==> src/rtl/oob_pkg.sv <==
package oob_pkg;
  localparam int LEN_W = 6;
  localparam int CNT_W = 3;
  localparam int SEL_W = 3;

  typedef enum logic [1:0] {
    IDLE_NONE = 2'd0,
    IDLE_INIT = 2'd1,
    IDLE_WAKE = 2'd2
  } idle_kind_e;

  typedef struct packed {
    logic [CNT_W-1:0] n_burst;
    logic [CNT_W-1:0] n_idle;
    logic [LEN_W-1:0] b_min;
    logic [LEN_W-1:0] b_max;
    logic [LEN_W-1:0] i_min;
    logic [LEN_W-1:0] i_max;
    logic [LEN_W-1:0] w_min;
    logic [LEN_W-1:0] w_max;
  } oob_cfg_t;
endpackage

==> src/rtl/oob_clk_div.sv <==
module oob_clk_div #(
  parameter int SEL_W = 3,
  localparam int DIV_W = SEL_W + 1
) (
  input  logic             clk,
  input  logic             rst,
  input  logic [SEL_W-1:0] sel,
  output logic             tick
);
  logic [DIV_W-1:0] cnt;
  logic [DIV_W-1:0] lim;

  always_comb begin
    if (sel == '0) lim = DIV_W'(1);
    else           lim = {sel, 1'b0};
  end

  always_ff @(posedge clk) begin
    if (rst) begin
      cnt  <= '0;
      tick <= 1'b0;
    end else if (cnt >= lim - DIV_W'(1)) begin
      cnt  <= '0;
      tick <= 1'b1;
    end else begin
      cnt  <= cnt + DIV_W'(1);
      tick <= 1'b0;
    end
  end

  // with a ratio of two or more, strobes never come back to back
  assert_tick_spacing_R1: assert property (@(posedge clk) disable iff (rst)
    (tick && sel != '0 && $stable(sel)) |=> !tick);
endmodule

==> src/rtl/oob_sync.sv <==
module oob_sync (
  input  logic clk,
  input  logic rst,
  input  logic d_async,
  output logic q
);
  logic meta;

  always_ff @(posedge clk) begin
    if (rst) begin
      meta <= 1'b0;
      q    <= 1'b0;
    end else begin
      meta <= d_async;
      q    <= meta;
    end
  end
endmodule

==> src/rtl/oob_run_len.sv <==
module oob_run_len #(
  parameter int LEN_W = 6,
  localparam logic [LEN_W-1:0] LEN_MAX = {LEN_W{1'b1}}
) (
  input  logic             clk,
  input  logic             rst,
  input  logic             tick,
  input  logic             level,
  output logic             ev_valid,
  output logic             ev_burst,
  output logic [LEN_W-1:0] ev_len
);
  logic             cur_lvl;
  logic [LEN_W-1:0] run;

  always_ff @(posedge clk) begin
    if (rst) begin
      cur_lvl  <= 1'b0;
      run      <= LEN_W'(1);
      ev_valid <= 1'b0;
      ev_burst <= 1'b0;
      ev_len   <= '0;
    end else begin
      ev_valid <= 1'b0;
      if (tick) begin
        if (level == cur_lvl) begin
          if (run != LEN_MAX) run <= run + LEN_W'(1);
        end else begin
          ev_valid <= 1'b1;
          ev_burst <= cur_lvl;
          ev_len   <= run;
          cur_lvl  <= level;
          run      <= LEN_W'(1);
        end
      end
    end
  end

  // a reported run is never empty (a saturated run never wraps to zero)
  assert_len_nonzero_R2: assert property (@(posedge clk) disable iff (rst)
    ev_valid |-> ev_len != '0);

  // events only arise from a squelch strobe
  assert_event_on_tick_R2: assert property (@(posedge clk) disable iff (rst)
    ev_valid |-> $past(tick));
endmodule

==> src/rtl/oob_seq_fsm.sv <==
module oob_seq_fsm
  import oob_pkg::*;
(
  input  logic             clk,
  input  logic             rst,
  input  oob_cfg_t         cfg,
  input  logic             ev_valid,
  input  logic             ev_burst,
  input  logic [LEN_W-1:0] ev_len,
  output logic             det_init,
  output logic             det_wake
);
  localparam logic [CNT_W-1:0] CNT_MAX = {CNT_W{1'b1}};

  typedef enum logic {ST_WAIT = 1'b0, ST_RUN = 1'b1} st_e;

  st_e              st, st_n;
  logic [CNT_W-1:0] bcnt, bcnt_n, icnt, icnt_n;
  idle_kind_e       kind, kind_n, ev_kind;
  logic [CNT_W-1:0] thr_b, thr_i;
  logic             burst_ok, bad, match;

  function automatic logic [CNT_W-1:0] sat_inc(input logic [CNT_W-1:0] v);
    return (v == CNT_MAX) ? v : v + CNT_W'(1);
  endfunction

  always_comb begin
    thr_b    = (cfg.n_burst == '0) ? CNT_W'(1) : cfg.n_burst;
    thr_i    = (cfg.n_idle  == '0) ? CNT_W'(1) : cfg.n_idle;
    burst_ok = (ev_len >= cfg.b_min) && (ev_len <= cfg.b_max);
    if ((ev_len >= cfg.i_min) && (ev_len <= cfg.i_max))      ev_kind = IDLE_INIT;
    else if ((ev_len >= cfg.w_min) && (ev_len <= cfg.w_max)) ev_kind = IDLE_WAKE;
    else                                                     ev_kind = IDLE_NONE;
  end

  always_comb begin
    st_n   = st;
    bcnt_n = bcnt;
    icnt_n = icnt;
    kind_n = kind;
    bad    = 1'b0;
    if (ev_valid) begin
      if (ev_burst) begin
        if (burst_ok) begin
          bcnt_n = sat_inc(bcnt);
          st_n   = ST_RUN;
        end else begin
          bad = 1'b1;
        end
      end else if (st == ST_RUN) begin
        if (ev_kind == IDLE_NONE) begin
          bad = 1'b1;
        end else if (ev_kind == kind) begin
          icnt_n = sat_inc(icnt);
        end else begin
          icnt_n = CNT_W'(1);
          kind_n = ev_kind;
        end
      end
    end
    match = ev_valid && !bad && (st_n == ST_RUN) &&
            (bcnt_n >= thr_b) && (icnt_n >= thr_i);
  end

  always_ff @(posedge clk) begin
    if (rst) begin
      st       <= ST_WAIT;
      bcnt     <= '0;
      icnt     <= '0;
      kind     <= IDLE_NONE;
      det_init <= 1'b0;
      det_wake <= 1'b0;
    end else begin
      det_init <= 1'b0;
      det_wake <= 1'b0;
      if (bad || match) begin
        st   <= ST_WAIT;
        bcnt <= '0;
        icnt <= '0;
        kind <= IDLE_NONE;
        if (match) begin
          det_init <= (kind_n == IDLE_INIT);
          det_wake <= (kind_n == IDLE_WAKE);
        end
      end else begin
        st   <= st_n;
        bcnt <= bcnt_n;
        icnt <= icnt_n;
        kind <= kind_n;
      end
    end
  end

  // the two detection outputs are mutually exclusive
  assert_det_exclusive_R8: assert property (@(posedge clk) disable iff (rst)
    !(det_init && det_wake));

  // each pulse lasts one clock
  assert_init_one_cycle_R8: assert property (@(posedge clk) disable iff (rst)
    det_init |=> !det_init);
  assert_wake_one_cycle_R8: assert property (@(posedge clk) disable iff (rst)
    det_wake |=> !det_wake);

  // a pulse follows a measurement event and leaves the counts cleared
  assert_det_after_event_R7: assert property (@(posedge clk) disable iff (rst)
    (det_init || det_wake) |-> ($past(ev_valid) && bcnt == '0 && icnt == '0));

  // an idle seen while waiting changes nothing
  assert_wait_ignores_idle_R5: assert property (@(posedge clk) disable iff (rst)
    (st == ST_WAIT && ev_valid && !ev_burst) |=> (st == ST_WAIT && bcnt == '0));

  // the burst count saturates rather than wrapping
  assert_bcnt_saturate_R7: assert property (@(posedge clk) disable iff (rst)
    (bcnt == CNT_MAX && ev_valid && ev_burst) |=> (bcnt == CNT_MAX || bcnt == '0));
endmodule

==> src/rtl/oob_seq_detect.sv <==
module oob_seq_detect
  import oob_pkg::*;
(
  input  logic             clk,
  input  logic             rst,
  input  logic [SEL_W-1:0] div_sel,
  input  logic             sq_present,
  input  logic [CNT_W-1:0] cfg_burst_num,
  input  logic [CNT_W-1:0] cfg_idle_num,
  input  logic [LEN_W-1:0] cfg_burst_min,
  input  logic [LEN_W-1:0] cfg_burst_max,
  input  logic [LEN_W-1:0] cfg_init_min,
  input  logic [LEN_W-1:0] cfg_init_max,
  input  logic [LEN_W-1:0] cfg_wake_min,
  input  logic [LEN_W-1:0] cfg_wake_max,
  output logic             sq_tick,
  output logic             det_init,
  output logic             det_wake
);
  logic             sq_sync;
  logic             ev_valid, ev_burst;
  logic [LEN_W-1:0] ev_len;
  oob_cfg_t         cfg;

  always_comb begin
    cfg.n_burst = cfg_burst_num;
    cfg.n_idle  = cfg_idle_num;
    cfg.b_min   = cfg_burst_min;
    cfg.b_max   = cfg_burst_max;
    cfg.i_min   = cfg_init_min;
    cfg.i_max   = cfg_init_max;
    cfg.w_min   = cfg_wake_min;
    cfg.w_max   = cfg_wake_max;
  end

  oob_clk_div #(.SEL_W(SEL_W)) u_div (
    .clk(clk), .rst(rst), .sel(div_sel), .tick(sq_tick)
  );

  oob_sync u_sync (
    .clk(clk), .rst(rst), .d_async(sq_present), .q(sq_sync)
  );

  oob_run_len #(.LEN_W(LEN_W)) u_run (
    .clk(clk), .rst(rst), .tick(sq_tick), .level(sq_sync),
    .ev_valid(ev_valid), .ev_burst(ev_burst), .ev_len(ev_len)
  );

  oob_seq_fsm u_fsm (
    .clk(clk), .rst(rst), .cfg(cfg),
    .ev_valid(ev_valid), .ev_burst(ev_burst), .ev_len(ev_len),
    .det_init(det_init), .det_wake(det_wake)
  );
endmodule

==> config.mk <==
export PLATFORM = sky130hd
export DESIGN_NAME = oob_seq_detect
export DESIGN_NICKNAME = d
export VERILOG_FILES = /design/src/rtl/oob_pkg.sv /design/src/rtl/oob_clk_div.sv /design/src/rtl/oob_sync.sv /design/src/rtl/oob_run_len.sv /design/src/rtl/oob_seq_fsm.sv /design/src/rtl/oob_seq_detect.sv
export SDC_FILE = /design/constraint.sdc
export NUM_CORES = 1
export LEC_CHECK = 0
export ABC_AREA = 0
export CAP_MARGIN = 20
export CELL_PAD_IN_SITES_DETAIL_PLACEMENT = 0
export CELL_PAD_IN_SITES_GLOBAL_PLACEMENT = 1
export CORE_MARGIN = 3
export CORE_UTILIZATION = 25
export CTS_CLUSTER_DIAMETER = 200
export DETAILED_ROUTE_END_ITERATION = 10
export PLACE_DENSITY_LB_ADDON = 0.1
export REMOVE_ABC_BUFFERS = 1
export SLEW_MARGIN = 25
export SYNTH_ARGS = -nofsm -noshare
export SYNTH_HDL_FRONTEND = slang
export SYNTH_SLANG_ARGS = --single-unit
==> constraint.sdc <==
create_clock -name clk -period 4.6 [get_ports clk]
set_clock_uncertainty 0.15 [all_clocks]
set_input_delay 1.15 -clock clk [delete_from_list [all_inputs] [get_ports clk]]
set_output_delay 1.15 -clock clk [all_outputs]
set_load 0.05 [all_outputs]
* Word level (Yosys, flattened, before mapping) *
Cells that the tools add are included.

storage, ports and cells
  bits in registers = 33
  latch bits = 0
  bits in writable memories = 0
  bits in read-only memories = 0
  input port bits = 48
  output and inout bits = 3
  logic and storage cells = 92
  memories kept = 0

cells by class
  add/sub/neg operators = 5
  $mul = 0
  divide/modulo/power cells = 0
  order comparisons = 9
  equality and inequality tests = 8
  shift-type cells = 0
  multiplexer cells = 32
  bitwise logic cells = 4
  reductions and logical operators = 19

operator list
  kind                                                                    count
  3-bit 2-to-1 mux                                                        12
  6-bit greater-or-equal comparator                                       3
  6-bit <= comparator                                                     3
  2-bit 2-to-1 mux                                                        7
  6-bit 2-to-1 mux                                                        2
  1-bit 2-to-1 mux                                                        10
  3-bit zero test                                                         3
  1-bit logical AND                                                       7
  3-bit by 1-bit adder with 3-bit output (second input constant)          2
  6-bit by 1-bit adder with 6-bit output (second input constant)          1
  3-bit equality test (second input constant)                             2
  3-bit greater-or-equal comparator                                       2
  6-bit inequality test (second input constant)                           1
  2-bit OR reduction                                                      3
  4-bit by 1-bit adder with 4-bit output (second input constant)          1
  4-bit greater-or-equal comparator                                       1
  4-bit 2-to-1 mux                                                        1
  1-bit inverter                                                          4
  2-bit AND reduction                                                     2
  4-bit by 1-bit subtractor with 4-bit output (second input constant)     1
  3-bit OR reduction                                                      1
  2-bit by 1-bit equality test with 1-bit output (second input constant)  1
  2-bit equality test                                                     1
  2-bit equality test (second input constant)                             1
  5 further kinds                                                         5

* Depth between registers and ports, before layout *
  depth in word-level cells = 17
  mapped depth = 16
  gate-level depth less buffers = 16

* Modules after synthesis *
From an unflattened synthesis, not the netlist that was laid out.

second synthesis, totals
  cell total of the unflattened synthesis = 321
  area, all modules = 2755.1 µm²

by module, submodules not included
  module       times used  cells each  area an instance (µm²)  sequential area each (µm²)
  oob_seq_fsm  1           208         1722.9                  220.2
  oob_run_len  1           79          698.2                   300.3
  oob_clk_div  1           30          281.5                   100.1
  oob_sync     1           4           52.6                    40.0

* Worst setup path before layout *
Ideal clock, no wire load.

  path kind = input to register
  start point = input port cfg_init_max[4]
  end point = register u_fsm.kind[1]
  library setup time = 0.100 ns
  data arrival time = 4.084 ns
  required time = 4.350 ns
  path slack = 0.266 ns
  stages = 16
  buffers on the path = 0
  path through = inv_1 -> ha_1 -> a21oi_2 -> a21boi_1 -> o32a_1 -> nor2_1 -> a21oi_1 -> a311oi_2 -> nor2_1 -> ha_1 -> nand2b_1 -> a21o_1 -> a21oi_1 -> nor4_2 -> mux2_4 -> a2111oi_4

on the way
  cells in the longest elaborated chain, start to end = 15
  elaborated cells between the ends (all ways) = 27
  those cells by class = 2 x order compare; 1 x eq/ne; 15 x mux; 9 x reduce/logical

ends and longest elaborated chain
  what                                                                                        RTL line              text
  from (decl)                                                                                 oob_seq_detect.sv:13  input logic [LEN_W-1:0] cfg_init_max,
  6-bit <= comparator *                                                                       oob_seq_fsm.sv:31     if ((ev_len >= cfg.i_min) && (ev_len <= cfg.i_max)) ev_kind = IDLE_INIT;
  1-bit logical AND *                                                                         oob_seq_fsm.sv:31
  2-bit 2-to-1 mux *                                                                          oob_seq_fsm.sv:31
  parallel branches: the longest is 12 deep, another holds 3-bit greater-or-equal comparator  n/a
  to (signal assigned)                                                                        oob_seq_fsm.sv:89     kind <= kind_n;
  to (decl)                                                                                   oob_seq_fsm.sv:19     idle_kind_e kind, kind_n, ev_kind;

Mark *: on every way between the ends.
A chain may end at the register's enable or synchronous reset.

* Worst setup path after layout *
  start point = input port cfg_init_max[2]
  end point = register u_fsm.st

on the way
  cells in the longest elaborated chain, start to end = 15
  elaborated cells between the ends (all ways) = 22
  those cells by class = 2 x order compare; 1 x eq/ne; 10 x mux; 9 x reduce/logical

ends and longest elaborated chain
  what                                                                                        RTL line           text
  6-bit <= comparator *                                                                       oob_seq_fsm.sv:31
  1-bit logical AND *                                                                         oob_seq_fsm.sv:31
  2-bit 2-to-1 mux *                                                                          oob_seq_fsm.sv:31
  parallel branches: the longest is 10 deep, another holds 3-bit greater-or-equal comparator  n/a
  1-bit logical OR *                                                                          oob_seq_fsm.sv:76  if (bad || match) begin
  2-bit OR reduction (no source line) *                                                       n/a
  to (signal assigned)                                                                        oob_seq_fsm.sv:86  st <= st_n;
  to (decl)                                                                                   oob_seq_fsm.sv:17  st_e st, st_n;

Marked as above.

==> Implementation_results.wiki <==
{| class="wikitable"
! Metric !! Value
|-
| Avg Inst Size Synth || 8.66 sq um
|-
| Hold Crit Start || u_sync.meta$_SDFF_PP0_
|-
| Final antenna-violating net count || 0
|-
| Slew Viols, Final || 0
|-
| R2R Setup Slk || about 0.9 ns
|-
| Total setup violations reported at the end of the flow || 0
|-
| Yosys top cell by area || dfxtp_1
|-
| Hold Path Depth || 1
|-
| Synthesized area || roughly 2500 sq um
|-
| CP startpoint kind || input port
|-
| Final Hold Vio Count || 0
|-
| Area used by sequential logic in the layout || ~660 sq um
|-
| Post-DP HPWL || approximately 4800 um
|-
| Leakage Power || approximately 1.7 nW
|-
| Total number of nets in the final design || roughly 460
|-
| Status || finished clean
|-
| Final Cycle Share || a little over nine tenths
|-
| Die outline height || approximately 110 um
|-
| DRC violations left || 0
|-
| CTS H-Tree Depth || 2
|-
| Routability congestion estimate || 0.752
|-
| Area added between synthesis and finish || 42.7%
|-
| Die outline width || 106 um
|-
| Endpoint type of the worst setup path || flop
|-
| Final design area excluding fillers || 3560 sq um
|-
| Number of distinct library cell variants in the gate-level netlist after synthesis || 44
|-
| CTS tree || yes
|-
| Initial standard-cell utilization of the core || between 20% and 30%
|-
| Detailed router's first-iteration violation count || between 40 and 50
|-
| Signal arrival time at the worst endpoint || 4.47 ns
|-
| Clock latency on the worst-skew pair || 0.29 ns
|-
| I/O pin count || 51
|-
| Total overflow reported by the global router || 0
|-
| Most instantiated library cell after synthesis || ha_1
|-
| Class of the tightest hold or removal check || reg2reg
|-
| Largest net degree at the start of global routing || 18
|-
| Antenna cell count || 0
|-
| Most used flip-flop cell after synthesis || dfxtp_1
|-
| Post-DR wirelength/cell || 12.5 um
|-
| Cts hold-fix bufs || 0
|-
| Post-detailed-route via-to-cell ratio || 4.44
|-
| Max-Slew Margin vs Limit || approximately 43%
|-
| Buffers added on ports || 50
|-
| Multi-input gate area in the final layout || about 1900 sq um
|-
| Number of clock sinks seen by CTS || 33
|-
| Ranking of synthesized cells by instance count || ha_1, inv_1, dfxtp_1
|-
| EDFF count, synth || 0
|-
| Clock transition at path regs || approximately 0.07 ns
|-
| Proportion of layout cells with a drive suffix above 1 || 15.4%
|-
| Transition time at the pin with the least slew margin || between 0.8 and 0.9 ns
|-
| Startpoint of the lowest-slack register-to-register path || u_run.ev_len[4]$_SDFFE_PP0P_
|-
| Count of fill cells added during filler insertion || roughly 1k
|-
| Dominant cells by area after synthesis || dfxtp_1, ha_1, inv_1
|-
| Site Rows || 35
|-
| Total detailed-routing wirelength || approximately 6100 um
|-
| Total power divided by cell area || approximately 200 nW/um^2
|-
| Min Clock Period, post-route || between 4 and 5 ns
|-
| Timing-limited maximum frequency || between 200 and 250 MHz
|-
| Class of the most critical setup path || in2reg
|-
| Number of cell instances on the worst register-to-register path || 16
|-
| Setup total negative slack || 0 ns
|-
| Highest net fanout along the worst path || 5
|-
| Number of max-cap violations || 0
|-
| Worst EP required || ~4.7 ns
|-
| Yosys Warn Count || 0
|-
| End of the worst hold path || u_sync.q$_SDFF_PP0_
|-
| First-pass DRT Iterations || 4
|-
| Total die area || between 10000 and 15000 sq um
|-
| Cells after Synth || 288
|-
| Number of buffers created by CTS || 5
|-
| Post-place instance area || ~3200 sq um
|-
| Portion of the post-synthesis area used by sequential elements || 26.5%
|-
| Via count of the first global-routing pass || 2189
|-
| Reg-to-reg endpoint || u_fsm.st$_SDFF_PP0_
|-
| Global router's overall resource usage || around 11%
|-
| Via count || around 2.2k
|-
| Ys async rst share || 0%
|-
| Clock Root Buffer || clkbuf_8
|-
| Flop and latch count out of synthesis || 33
|-
| Core area || 9460 sq um
|-
| Number of buffers on the longest clock path || 2
|-
| First-pass GRT wire length || ~10000 um
|-
| Number of antenna violations at the first check in global routing || 0
|-
| VDD IR max || roughly 0.11 mV
|-
| Yosys top cell area share || a little over a quarter
|}
-- worst max-delay path: stages --
cell             delay (ns)
clkdlybuf4s50_1        0.46
inv_1                  0.04
ha_1                   0.28
nand4_1                0.11
a21oi_1                0.06
o32a_1                 0.32
o22ai_2                0.21
nand3_2                0.15
xnor2_2                0.21
nor2_1                 0.07
ha_1                   0.28
nand2b_4               0.13
a21o_1                 0.16
a21oi_2                0.17
nor4_4                 0.06
mux2_4                 0.34
buf_6                  0.14
nor3_4                 0.14
-- metal layers --
layer / vias to the layer above / wire length (um) / track usage, %
met5: - / 0 / 0
met4: 0 / 44 / 1.94
met3: 6 / 222 / 3.31
met2: 28 / 2770 / 18.3
met1: 973 / 3060 / 14.8
li1: 1155 / - / -
-- layout by cell type (no fill, tap or decap), types with 4 or more instances in the layout --
cell	n
clkdlybuf4s50_1	49
ha_1	43
inv_1	42
dfxtp_1	33
nand2_1	20
a21oi_1	17
buf_4	14
nor2_1	13
nand2b_1	10
a21o_1	9
and3_1	9
nand3_1	8
ha_4	7
o21ai_0	6
nor2b_1	5
a22o_1	5
clkbuf_8	5
o21ai_1	4
a21oi_2	4
xor2_1	4
-- metrics by stage --
step           setup WS [ns]  std cells  hold WS [ns]  power, mW  utilization, %
2_1_floorplan          0.266        286         0.264      0.378               -
4_1_cts              0.00766        485         0.314      0.716            35.5
3_5_place_dp          -0.314        478         0.285      0.444            34.3
6_report               0.182        487         0.308      0.710            37.6
5_1_grt              -0.0318        487         0.320      0.757            37.6
3_3_place_gp          -0.258        478         0.300      0.443            34.3
-- logic make-up (layout without fill, tap and decap cells) --
kind of cell / count (synthesis) / in the layout / share of synthesized area [%]
flip-flops: 33 / 33 / 26.5
XOR/XNOR: 8 / 8 / 2.81
adder cells (fa/ha/maj): 50 / 50 / 25.1
multiplexers: 5 / 5 / 2.26
AND/OR/NAND/NOR: 81 / 81 / 16.8
buffers and inverters: 45 / 115 / 6.77
AO/OA/AOI/OAI: 66 / 66 / 19.8
-- what timing repair did --
item                                    4_1_cts  5_1_grt
resized for setup                             3       30
endpoints found under the setup margin        3       11
setup buffers                                 0        2
pin swaps                                     2       23
-- state kept, by name, indices dropped and copies added, names as in the netlist --
signal and count:
u_run.ev_valid 1, u_fsm.det_init 1, u_sync.q 1, u_fsm.bcnt 3
u_fsm.st 1, u_fsm.kind 2, u_run.run 6, u_sync.meta 1
u_div.tick 1, u_fsm.icnt 3, u_run.ev_burst 1, u_run.ev_len 6
u_div.cnt 4, u_run.cur_lvl 1, u_fsm.det_wake 1
-- where the power goes --
part	leakage (nW)	total, mW	internal [mW]	switching [mW]
sequential	0.267	0.306	0.295	0.0106
combinational	1.34	0.137	0.0779	0.0596
clock	0.0540	0.267	0.158	0.109
total	1.66	0.710	0.531	0.179
-- worst max-delay path by stage --
| stage | to | depth (start not counted) | from | slack (ns) |
|---|---|---|---|---|
| finish | u_fsm.st$_SDFF_PP0_ | 18 | cfg_init_max[2] | 0.18 |
| global route | u_fsm.st$_SDFF_PP0_ | 18 | cfg_init_max[2] | -0.03 |
| CTS | u_fsm.kind[1]$_SDFF_PP0_ | 18 | cfg_init_min[2] | 0.008 |
| detailed placement | u_fsm.kind[1]$_SDFF_PP0_ | 17 | cfg_init_max[4] | -0.31 |
| global placement | u_fsm.icnt[2]$_SDFF_PP0_ | 17 | cfg_burst_max[5] | -0.26 |
| floorplan | u_fsm.kind[1]$_SDFF_PP0_ | 16 | cfg_init_max[4] | 0.27 |
-- area by class of cell --
type / count / area share (%)
clock buffers: 5 / 1.93
flip-flops and latches: 33 / 18.6
well taps: 129 / 4.53
inverters: 43 / 4.53
repair buffers: 65 / 17.4
clock inverters: 2 / 0.984
multi-input cells: 210 / 52.1
Power figures use the tool's default switching activity.
